<file path="src/rtl/awd_pkg.sv">
`timescale 1ns/1ps
package awd_pkg;
    // Result state of the registered decode
    typedef enum logic [1:0] {
        RES_IDLE  = 2'd0,
        RES_MISS  = 2'd1,
        RES_HIT   = 2'd2,
        RES_BLOCK = 2'd3
    } res_e;

    // Register slot inside a window, selected by offset bits [3:2]
    localparam logic [1:0] SLOT_CTRL = 2'd0;
    localparam logic [1:0] SLOT_SEC  = 2'd1;
    localparam logic [1:0] SLOT_LO   = 2'd2;
    localparam logic [1:0] SLOT_HI   = 2'd3;

    localparam int DEF_OFFSET   = 'h100;
    localparam int WIN_STRIDE   = 'h10;
    localparam int CTRL_EN_BIT  = 0;
    localparam int CTRL_TID_LSB = 8;
    localparam int SEC_RD_BIT   = 0;
    localparam int SEC_WR_BIT   = 1;
    localparam int BOUND_LSB    = 4;
endpackage

</file>
<file path="src/rtl/awd_regs.sv">
`timescale 1ns/1ps
module awd_regs
    import awd_pkg::*;
#(
    parameter int NWIN  = 8,
    parameter int GW    = 28,
    parameter int TID_W = 4,
    parameter int RAW   = 9,
    parameter logic [GW-1:0]    CFG_LO_G = '0,
    parameter logic [GW-1:0]    CFG_HI_G = '0,
    parameter logic [TID_W-1:0] CFG_TID  = '0,
    parameter logic [TID_W-1:0] DEF_TID  = '0
) (
    input  logic                        clk,
    input  logic                        rst_n,
    input  logic                        reg_valid,
    input  logic                        reg_write,
    input  logic [RAW-1:0]              reg_addr,
    input  logic [31:0]                 reg_wdata,
    output logic [31:0]                 reg_rdata,
    output logic [NWIN-1:0]             win_en,
    output logic [NWIN-1:0]             win_wsec,
    output logic [NWIN-1:0]             win_rsec,
    output logic [NWIN-1:0][TID_W-1:0]  win_tid,
    output logic [NWIN-1:0][GW-1:0]     win_lo,
    output logic [NWIN-1:0][GW-1:0]     win_hi,
    output logic [TID_W-1:0]            def_tid
);
    localparam int IDXW = (NWIN > 1) ? $clog2(NWIN) : 1;
    localparam int WIN_SPAN = NWIN * WIN_STRIDE;
    localparam logic [RAW-1:0] DEF_A = DEF_OFFSET[RAW-1:0];

    logic           in_win;
    logic [1:0]     slot;
    logic [IDXW-1:0] ridx;
    logic [31:0]    rd_d;

    assign in_win = (int'(reg_addr) < WIN_SPAN);
    assign slot   = reg_addr[3:2];
    assign ridx   = reg_addr[IDXW+3:4];

    for (genvar w = 0; w < NWIN; w++) begin : g_win
        localparam logic            RST_EN  = (w == 0) ? 1'b1 : 1'b0;
        localparam logic [TID_W-1:0] RST_TID = (w == 0) ? CFG_TID : '0;
        localparam logic [GW-1:0]   RST_LO  = (w == 0) ? CFG_LO_G : '0;
        localparam logic [GW-1:0]   RST_HI  = (w == 0) ? CFG_HI_G : '0;

        logic             en_q, wsec_q, rsec_q, sel;
        logic [TID_W-1:0] tid_q;
        logic [GW-1:0]    lo_q, hi_q;

        assign sel = reg_valid && reg_write && in_win
                     && (reg_addr[RAW-1:4] == (RAW-4)'(w));

        always_ff @(posedge clk or negedge rst_n) begin
            if (!rst_n) begin
                en_q   <= RST_EN;
                tid_q  <= RST_TID;
                lo_q   <= RST_LO;
                hi_q   <= RST_HI;
                wsec_q <= 1'b0;
                rsec_q <= 1'b0;
            end else if (sel) begin
                case (slot)
                    SLOT_CTRL: begin
                        en_q  <= reg_wdata[CTRL_EN_BIT];
                        tid_q <= reg_wdata[CTRL_TID_LSB +: TID_W];
                    end
                    SLOT_SEC: begin
                        rsec_q <= reg_wdata[SEC_RD_BIT];
                        wsec_q <= reg_wdata[SEC_WR_BIT];
                    end
                    SLOT_LO: lo_q <= reg_wdata[BOUND_LSB +: GW];
                    SLOT_HI: hi_q <= reg_wdata[BOUND_LSB +: GW];
                endcase
            end
        end

        assign win_en[w]   = en_q;
        assign win_wsec[w] = wsec_q;
        assign win_rsec[w] = rsec_q;
        assign win_tid[w]  = tid_q;
        assign win_lo[w]   = lo_q;
        assign win_hi[w]   = hi_q;
    end

    always_ff @(posedge clk or negedge rst_n) begin
        if (!rst_n) begin
            def_tid <= DEF_TID;
        end else if (reg_valid && reg_write && (reg_addr == DEF_A)) begin
            def_tid <= reg_wdata[TID_W-1:0];
        end
    end

    always_comb begin
        rd_d = '0;
        if (in_win) begin
            case (slot)
                SLOT_CTRL: begin
                    rd_d[CTRL_EN_BIT]              = win_en[ridx];
                    rd_d[CTRL_TID_LSB +: TID_W]    = win_tid[ridx];
                end
                SLOT_SEC: begin
                    rd_d[SEC_RD_BIT] = win_rsec[ridx];
                    rd_d[SEC_WR_BIT] = win_wsec[ridx];
                end
                SLOT_LO: rd_d[BOUND_LSB +: GW] = win_lo[ridx];
                SLOT_HI: rd_d[BOUND_LSB +: GW] = win_hi[ridx];
            endcase
        end else if (reg_addr == DEF_A) begin
            rd_d[TID_W-1:0] = def_tid;
        end
    end

    always_ff @(posedge clk or negedge rst_n) begin
        if (!rst_n) begin
            reg_rdata <= '0;
        end else if (reg_valid && !reg_write) begin
            reg_rdata <= rd_d;
        end
    end
endmodule

</file>
<file path="src/rtl/awd_match.sv">
`timescale 1ns/1ps
module awd_match #(
    parameter int GW = 28
) (
    input  logic          en,
    input  logic [GW-1:0] lo,
    input  logic [GW-1:0] hi,
    input  logic [GW-1:0] gran,
    output logic          hit
);
    // Inclusive on both ends: the high register names the last granule
    assign hit = en && (gran >= lo) && (gran <= hi);
endmodule

</file>
<file path="src/rtl/awd_pick.sv">
`timescale 1ns/1ps
module awd_pick #(
    parameter int NWIN  = 8,
    parameter int TID_W = 4
) (
    input  logic [NWIN-1:0]            hits,
    input  logic [NWIN-1:0][TID_W-1:0] tids,
    input  logic [NWIN-1:0]            wsecs,
    output logic                       any,
    output logic [TID_W-1:0]           tid,
    output logic                       wsec
);
    // Walk downward so the lowest-numbered match is written last
    always_comb begin
        tid  = '0;
        wsec = 1'b0;
        for (int i = NWIN - 1; i >= 0; i--) begin
            if (hits[i]) begin
                tid  = tids[i];
                wsec = wsecs[i];
            end
        end
    end

    assign any = |hits;
endmodule

</file>
<file path="src/rtl/addr_window_decoder.sv">
`timescale 1ns/1ps
module addr_window_decoder
    import awd_pkg::*;
#(
    parameter int NWIN     = 8,
    parameter int ADDR_W   = 48,
    parameter int GRAN_LSB = 20,
    parameter int TID_W    = 4,
    parameter int RAW      = 9,
    parameter logic [ADDR_W-GRAN_LSB-1:0] CFG_LO_G = 'h0000F00,
    parameter logic [ADDR_W-GRAN_LSB-1:0] CFG_HI_G = 'h0000F0F,
    parameter logic [TID_W-1:0]           CFG_TID  = 4'hE,
    parameter logic [TID_W-1:0]           DEF_TID  = 4'h0
) (
    input  logic              clk,
    input  logic              rst_n,
    input  logic              reg_valid,
    input  logic              reg_write,
    input  logic [RAW-1:0]    reg_addr,
    input  logic [31:0]       reg_wdata,
    output logic [31:0]       reg_rdata,
    input  logic              req_valid,
    input  logic [ADDR_W-1:0] req_addr,
    input  logic              req_write,
    input  logic              req_secure,
    output logic              rsp_valid,
    output logic              rsp_hit,
    output logic              rsp_viol,
    output logic              rsp_route,
    output logic [TID_W-1:0]  rsp_target
);
    localparam int GW = ADDR_W - GRAN_LSB;

    logic [NWIN-1:0]            win_en, win_wsec, win_rsec, win_hit;
    logic [NWIN-1:0][TID_W-1:0] win_tid;
    logic [NWIN-1:0][GW-1:0]    win_lo, win_hi;
    logic [TID_W-1:0]           def_tid;
    logic [GW-1:0]              gran;
    logic                       any_hit, sel_wsec;
    logic [TID_W-1:0]           sel_tid;

    res_e             res_d, res_q;
    logic [TID_W-1:0] tid_d, tid_q;

    awd_regs #(
        .NWIN(NWIN), .GW(GW), .TID_W(TID_W), .RAW(RAW),
        .CFG_LO_G(CFG_LO_G), .CFG_HI_G(CFG_HI_G),
        .CFG_TID(CFG_TID), .DEF_TID(DEF_TID)
    ) u_regs (
        .clk(clk), .rst_n(rst_n),
        .reg_valid(reg_valid), .reg_write(reg_write),
        .reg_addr(reg_addr), .reg_wdata(reg_wdata), .reg_rdata(reg_rdata),
        .win_en(win_en), .win_wsec(win_wsec), .win_rsec(win_rsec),
        .win_tid(win_tid), .win_lo(win_lo), .win_hi(win_hi),
        .def_tid(def_tid)
    );

    assign gran = req_addr[ADDR_W-1:GRAN_LSB];

    for (genvar w = 0; w < NWIN; w++) begin : g_cmp
        awd_match #(.GW(GW)) u_match (
            .en(win_en[w]), .lo(win_lo[w]), .hi(win_hi[w]),
            .gran(gran), .hit(win_hit[w])
        );
    end

    awd_pick #(.NWIN(NWIN), .TID_W(TID_W)) u_pick (
        .hits(win_hit), .tids(win_tid), .wsecs(win_wsec),
        .any(any_hit), .tid(sel_tid), .wsec(sel_wsec)
    );

    // Next result state
    always_comb begin
        tid_d = any_hit ? sel_tid : def_tid;
        if (!req_valid) begin
            res_d = RES_IDLE;
        end else if (any_hit && sel_wsec && req_write && !req_secure) begin
            res_d = RES_BLOCK;
        end else if (any_hit) begin
            res_d = RES_HIT;
        end else begin
            res_d = RES_MISS;
        end
    end

    // State register
    always_ff @(posedge clk or negedge rst_n) begin
        if (!rst_n) begin
            res_q <= RES_IDLE;
            tid_q <= '0;
        end else begin
            res_q <= res_d;
            tid_q <= tid_d;
        end
    end

    // Outputs per state
    always_comb begin
        rsp_valid  = 1'b0;
        rsp_hit    = 1'b0;
        rsp_viol   = 1'b0;
        rsp_route  = 1'b0;
        rsp_target = '0;
        unique case (res_q)
            RES_IDLE: ;
            RES_MISS: begin
                rsp_valid  = 1'b1;
                rsp_route  = 1'b1;
                rsp_target = tid_q;
            end
            RES_HIT: begin
                rsp_valid  = 1'b1;
                rsp_hit    = 1'b1;
                rsp_route  = 1'b1;
                rsp_target = tid_q;
            end
            RES_BLOCK: begin
                rsp_valid = 1'b1;
                rsp_hit   = 1'b1;
                rsp_viol  = 1'b1;
            end
        endcase
    end
endmodule

</file>
<file path="config.mk">
export PLATFORM = sky130hd
export DESIGN_NAME = addr_window_decoder
export DESIGN_NICKNAME = d
export VERILOG_FILES = /design/src/rtl/awd_pkg.sv /design/src/rtl/awd_regs.sv /design/src/rtl/awd_match.sv /design/src/rtl/awd_pick.sv /design/src/rtl/addr_window_decoder.sv
export SDC_FILE = /design/constraint.sdc
export NUM_CORES = 2
export LEC_CHECK = 0
export ABC_AREA = 0
export BUFFER_PORTS_ARGS = -buffer_cell sky130_fd_sc_hd__buf_2
export CORE_MARGIN = 4
export CORE_UTILIZATION = 50
export DETAILED_ROUTE_END_ITERATION = 7
export GPL_ROUTABILITY_DRIVEN = 0
export PLACE_DENSITY = 0.73
export SLEW_MARGIN = 20
export SYNTH_ARGS = -nofsm -noshare
export SYNTH_HDL_FRONTEND = slang
export SYNTH_SLANG_ARGS = --single-unit
export TNS_END_PERCENT = 50
</file>
<file path="constraint.sdc">
create_clock -name clk -period 3.8 [get_ports clk]
set_input_delay 0.76 -clock clk [delete_from_list [all_inputs] [get_ports clk]]
set_output_delay 0.76 -clock clk [all_outputs]
set_load 0.02 [all_outputs]
</file>
* Yosys cells after proc, flatten, opt, wreduce, memory -nomap -nowiden
Index checks and enable logic that the tools add are counted.
Operators by class: magnitude comparators 18, equal/unequal tests 14, muxes and demuxes 46, reductions and logical operators 71
Operators with widths (number):
- >= comparator 28 bit | 8
- <= comparator 28 bit | 8
- binary-select mux 28 bit (select 3 bit) | 2
- two-way mux 28 bit | 3
- AND reduction 2 bit | 32
- two-way mux 4 bit | 12
- case mux 20 bit (2 select lines) | 1
- logical AND 1 bit | 31
- equality test 5 x 3 -> 1 bit, second input constant | 4
- two-way mux 1 bit | 16
- binary-select mux 4 bit (select 3 bit) | 1
- case mux 4 bit (3 select lines) | 1
- equality test 5 x 2 -> 1 bit, second input constant | 2
- two-way mux 2 bit | 5
- binary-select mux 1 bit (select 3 bit) | 3
- equality test 9 bit, second input constant | 1
- < comparator 9 x 8 -> 1 bit, second input constant | 1
- equality test 2 bit, second input constant | 4
- case mux 4 bit (2 select lines) | 1
- OR reduction 8 bit | 1
- equality test 5 x 1 -> 1 bit, second input constant | 1
- zero test 5 bit | 1
- equality test 2 x 1 -> 1 bit, second input constant | 2
- < comparator 3 x 4 -> 1 bit, second input constant | 1
- other kinds (5) | 7
Word-level totals: flip-flop bits (word level) 546, bits of input ports 96, output and inout port bits 40, word-level logic and storage cells 201

* Longest topological paths before layout
depth in word-level cells 16, gate-level depth with buffers 12, depth with buffers taken out 11

* Cells and area by module
A second synthesis with hierarchy kept.
Second synthesis, totals: cell total of the unflattened synthesis 3302, area, all modules 36621.4 um^2
Modules (own cells, without submodules):
- awd_regs | times used 1, cells each 1615, area each 24672.4 um^2, seq. area each 13533.0 um^2
- awd_match at g_cmp[0].u_match ... | times used 7, cells each 201, area each 1412.6 um^2, seq. area each 0.0 um^2
- awd_match at g_cmp[5].u_match | times used 1, cells each 198, area each 1428.9 um^2, seq. area each 0.0 um^2
- awd_pick | times used 1, cells each 58, area each 334.1 um^2, seq. area each 0.0 um^2
- addr_window_decoder | times used 1, cells each 24, area each 297.8 um^2, seq. area each 150.1 um^2

* Worst setup path before layout
No wires, ideal clock.
kind input port to flip-flop, from in req_addr[20], to reg tid_q[1], library setup time 0.128 ns, data arrival time 3.294 ns, required time 3.672 ns, path slack 0.378 ns, cell stages on the path 11, path buffers 0, cells stage by stage inv_1 > ha_1 > nand2b_1 > a2111o_1 > a32o_1 > or4_1 > a21oi_2 > nor2_2 > nor3_4 > and4b_1 > a31oi_1
On the way: cells in the longest elaborated chain, start to end 12, elaborated cells on any way between the ends 42, those cells by class order compare: 16; mux: 9; reduce/logical: 17
Ends and longest elaborated chain:
- start, declared | line addr_window_decoder.sv:23 | input logic [ADDR_W-1:0] req_addr,
- >= comparator 28 bit | line awd_match.sv:12 | assign hit = en && (gran >= lo) && (gran <= hi);
- logical AND 1 bit (2 in series) | line awd_match.sv:12
- two-way mux 4 bit (8 in series) | line awd_pick.sv:18 | if (hits[i]) begin
- two-way mux 4 bit * | line addr_window_decoder.sv:74 | tid_d = any_hit ? sel_tid : def_tid;
- named net tid_d[1] | line addr_window_decoder.sv:43 | logic [TID_W-1:0] tid_d, tid_q;
- end signal, assigned | line addr_window_decoder.sv:93 | tid_q <= tid_d;
- end, declared | line addr_window_decoder.sv:43
Mark *: on every way through the listed nets, which the timed path passes. The rest lies on a longest branch. A chain may end at the register's enable or synchronous reset.

* Worst setup path in the final report
from reg u_regs.g_win[0].lo_q[10], to reg tid_q[1]
On the way: cells in the longest elaborated chain, start to end 5, elaborated cells on any way between the ends 6, those cells by class order compare: 1; mux: 2; reduce/logical: 3
Ends and longest elaborated chain:
- start, declared | line awd_regs.sv:50 | logic [GW-1:0] lo_q, hi_q;
- start signal, assigned | line awd_regs.sv:73 | SLOT_LO: lo_q <= reg_wdata[BOUND_LSB +: GW];
- >= comparator 28 bit * | line awd_match.sv:12
- logical AND 1 bit * (2 in series) | line awd_match.sv:12
- OR reduction 8 bit / two-way mux 4 bit (equally long branches) | line awd_pick.sv:25, awd_pick.sv:18
- two-way mux 4 bit * | line addr_window_decoder.sv:74
- named net tid_d[1] | line addr_window_decoder.sv:43
Marks and branches as above.

==> impl_metrics.env <==
export IMPL_status="complete, no violations"
export IMPL_post_route_min_period_ps=3469
export IMPL_postCtsSetupRepairBufs=0
export IMPL_slew_violations=0
export IMPL_gr_max_usage_layer="met2"
export IMPL_syn_area_sq_um=35540
export IMPL_crit_slowest_cell="a2111oi_0"
export IMPL_pre_cts_ws_ps=-165.0
export IMPL_io_buffers=115
export IMPL_start_kind="flip-flop"
export IMPL_synth_seq_area_share=0.3850
export IMPL_synth_compound_area_share=0.1166
export IMPL_period_share=0.9128
export IMPL_die_height_microns=274.6
export IMPL_worst_ep_required_time_ps=4360
export IMPL_postSynthCellCount=3403
export IMPL_use_met3=0.06759
export IMPL_ant_nets=0
export IMPL_grt_ovfl_total=0
export IMPL_clk_path_buf_depth=3
export IMPL_grt_pass1_vias=29080
export IMPL_end_kind="flip-flop"
export IMPL_row_count=97
export IMPL_synthFlopType="dfrtp_1"
export IMPL_ioPinCount=136
export IMPL_core_area_sq_um=70270
export IMPL_via_count=28650
export IMPL_drive_above_1_share=0.2505
export IMPL_nNetsFinal=4220
export IMPL_synth_fa_ha_area_frac=0.1588
export IMPL_start_util=0.5058
export IMPL_setup_tns_ps=0
export IMPL_postSynth_asyncResetShare=1.000
export IMPL_holdCritPathClass="in2async"
export IMPL_arrival_ps=4030
export IMPL_grt_antenna_before_repair=1
export IMPL_synth_area_leaders="dfrtp_1 37%, ha_1 16%, mux2_2 9.3%, mux4_2 8.2%, inv_1 4.7%"
export IMPL_place_inst=4550
export IMPL_use_met1=0.3948
export IMPL_clk_latency_ps=660
export IMPL_cts_max_level=2
export IMPL_max_freq_mhz=288.3
export IMPL_max_slew_margin_rel=0.3064
export IMPL_netlist_area_leader_share=0.3731
export IMPL_synth_edf_count=0
export IMPL_vdd_ir_drop_max_uv=352.1
export IMPL_synth_top_family_by_area="multiplexers"
export IMPL_cts_tree="built"
export IMPL_max_cap_violations=0
export IMPL_dpl_hpwl_microns=85700
export IMPL_clock_sinks=546
export IMPL_utilization=0.5837
export IMPL_synth_mux_area_frac=0.1907
export IMPL_yosysMostFrequentCell="dfrtp_1"
export IMPL_grt_pass1_wl_microns=175000
export IMPL_crit_top_cell="buf_4"
export IMPL_slowest_delay_ps=970
export IMPL_syn_nets=3950
export IMPL_syn_to_final_growth_pct=15.40
export IMPL_synthTopCellsByCount="530 x dfrtp_1, 451 x ha_1, 443 x inv_1, 319 x nand2_1, 295 x mux2_2"
export IMPL_die_area_sq_um=75420
export IMPL_synth_simple_area_share=0.08632
export IMPL_synth_seq_cells=546
export IMPL_max_slew_worst_pin_slew_ps=1014
export IMPL_diodes=0
export IMPL_track_usage=0.3057
export IMPL_cts_hold_buf=0
export IMPL_hold_ws_ps=69.29
export IMPL_p_leak_uw=0.01980
export IMPL_via_per_inst=6.141
export IMPL_hold_violations=0
export IMPL_setup_slack_ps=331.3
export IMPL_synthDistinctLibCells=72
export IMPL_power_density_nw_per_um2=373.7
export IMPL_synth_xor_area_frac=0
export IMPL_path_cells="inv_1 -> ha_1 -> buf_4 -> nand3_1 -> a2111oi_0 -> a21oi_1 -> buf_4 -> nor3_2 -> buf_4 -> nor3_4 -> buf_4 -> and4b_1 -> a31oi_1"
export IMPL_synth_area_per_cell_sq_um=10.44
export IMPL_totalWireLength_microns=115200
export IMPL_setup_worst_path_class="reg2reg"
export IMPL_rsz0062_at_grt="no"
export IMPL_worstPathBufferInverterCount=5
export IMPL_setup_viol=0
export IMPL_numCtsBuffers=61
export IMPL_synth_top_cell_by_area="dfrtp_1"
export IMPL_final_cell_count_no_fill=4665
export IMPL_gr_usage_met2=0.4843
export IMPL_drt_iter0_markers=2511
export IMPL_die_w_microns=274.6
export IMPL_firstDrtPassIters=5
export IMPL_detail_route_wl_per_cell_microns=24.70
export IMPL_ys_warn_count=0
export IMPL_grt_max_degree=99
export IMPL_critPathTopFamily="compound AO/OA/AOI/OAI gates"
export IMPL_drc=0
export IMPL_cts_root_buf="clkbuf_16"
export IMPL_clk_pin_slew_worst_paths_ps=60
export IMPL_finalClockSkew_ps=17.97
export IMPL_cts_resized=0
export IMPL_path_max_fanout=6
worst reg2reg max path: stages (launching register included):
cell       delay, ps
dfstp_2          530
inv_1             60
ha_1             290
buf_4            100
nand3_1          200
a2111oi_0        980
a21oi_1          170
buf_4            200
nor3_2           160
buf_4            170
nor3_4            50
buf_4            160
and4b_1          180
a31oi_1          150
power breakdown:
part	internal, uW	switching, uW	total (uW)	leakage [uW]
sequential	6150	232	6380	0.00653
combinational	1080	1550	2630	0.0122
clock	3670	2650	6310	0.00104
total	10900	4430	15300	0.0198
per-stage QoR:
stage               instance area [sq um]  total power, uW
finish                              41020            15330
floorplan                           35540             7917
CTS                                 41020            15350
global placement                    38880             8942
detailed placement                  38880             9050
global route                        41020            15910
final timing paths:
path                                           from                        to  slack (ps)  cells after the start
max                        u_regs.g_win[0].lo_q[10]                  tid_q[1]         330                     13
min                                           rst_n  u_regs.g_win[5].lo_q[10]          70                      1
max reg2reg                u_regs.g_win[0].lo_q[10]                  tid_q[1]         330                     13
min reg2reg                     u_regs.reg_rdata[3]       u_regs.reg_rdata[3]         470                      2
max in group asynchronous                     rst_n  u_regs.g_win[4].lo_q[22]        2610                      2
min in group clk                       reg_wdata[2]         u_regs.def_tid[2]         330                      3
metal layers:
layer	share of wire	up-vias
met5	0	-
met4	0.062	0
met1	0.40	14230
met2	0.45	1256
li1	-	12800
met3	0.088	367
cell usage in the layout (no fill, tap or decap), drive strengths merged, types with 16 or more instances in the layout:
cell type and n:
dfrtp 530, ha 451, inv 447, buf 352, nand2 319, mux2 295
o21ai 291, a21oi 172, mux4 129, nand4 86, clkbuf 81, nor2 61
nand3 56, mux2i 55, a21o 49, a22o 27, o22ai 26, nor3 26
o211ai 24, nor2b 22, a211oi 20, clkinv 17, dfstp 16, nand2b 16
kinds of logic after synthesis:
group / after synthesis
flip-flops: 546
AO/OA/AOI/OAI: 694
buffers and inverters: 588
adder cells (fa/ha/maj): 451
multiplexers: 479
AND/OR/NAND/NOR: 645
area by class of cell:
| class | instances | area, sq um |
|---|---|---|
| clock buffers | 81 | 1754 |
| clock inverters | 34 | 379.1 |
| fillers | 5773 | 29250 |
| inverters | 443 | 1663 |
| multi-input cells | 2269 | 19740 |
| flip-flops and latches | 546 | 13680 |
| well taps | 940 | 1176 |
| repair buffers | 352 | 2621 |
state kept, by name (all words and copies together), names as in the netlist:
signal / flops
u_regs.g_win.wsec_q: 8
u_regs.g_win.rsec_q: 8
u_regs.g_win.hi_q: 224
u_regs.g_win.tid_q: 32
u_regs.def_tid: 4
res_q: 2
u_regs.reg_rdata: 32
u_regs.g_win.lo_q: 224
tid_q: 4
u_regs.g_win.en_q: 8
Power figures use the tool's default switching activity.
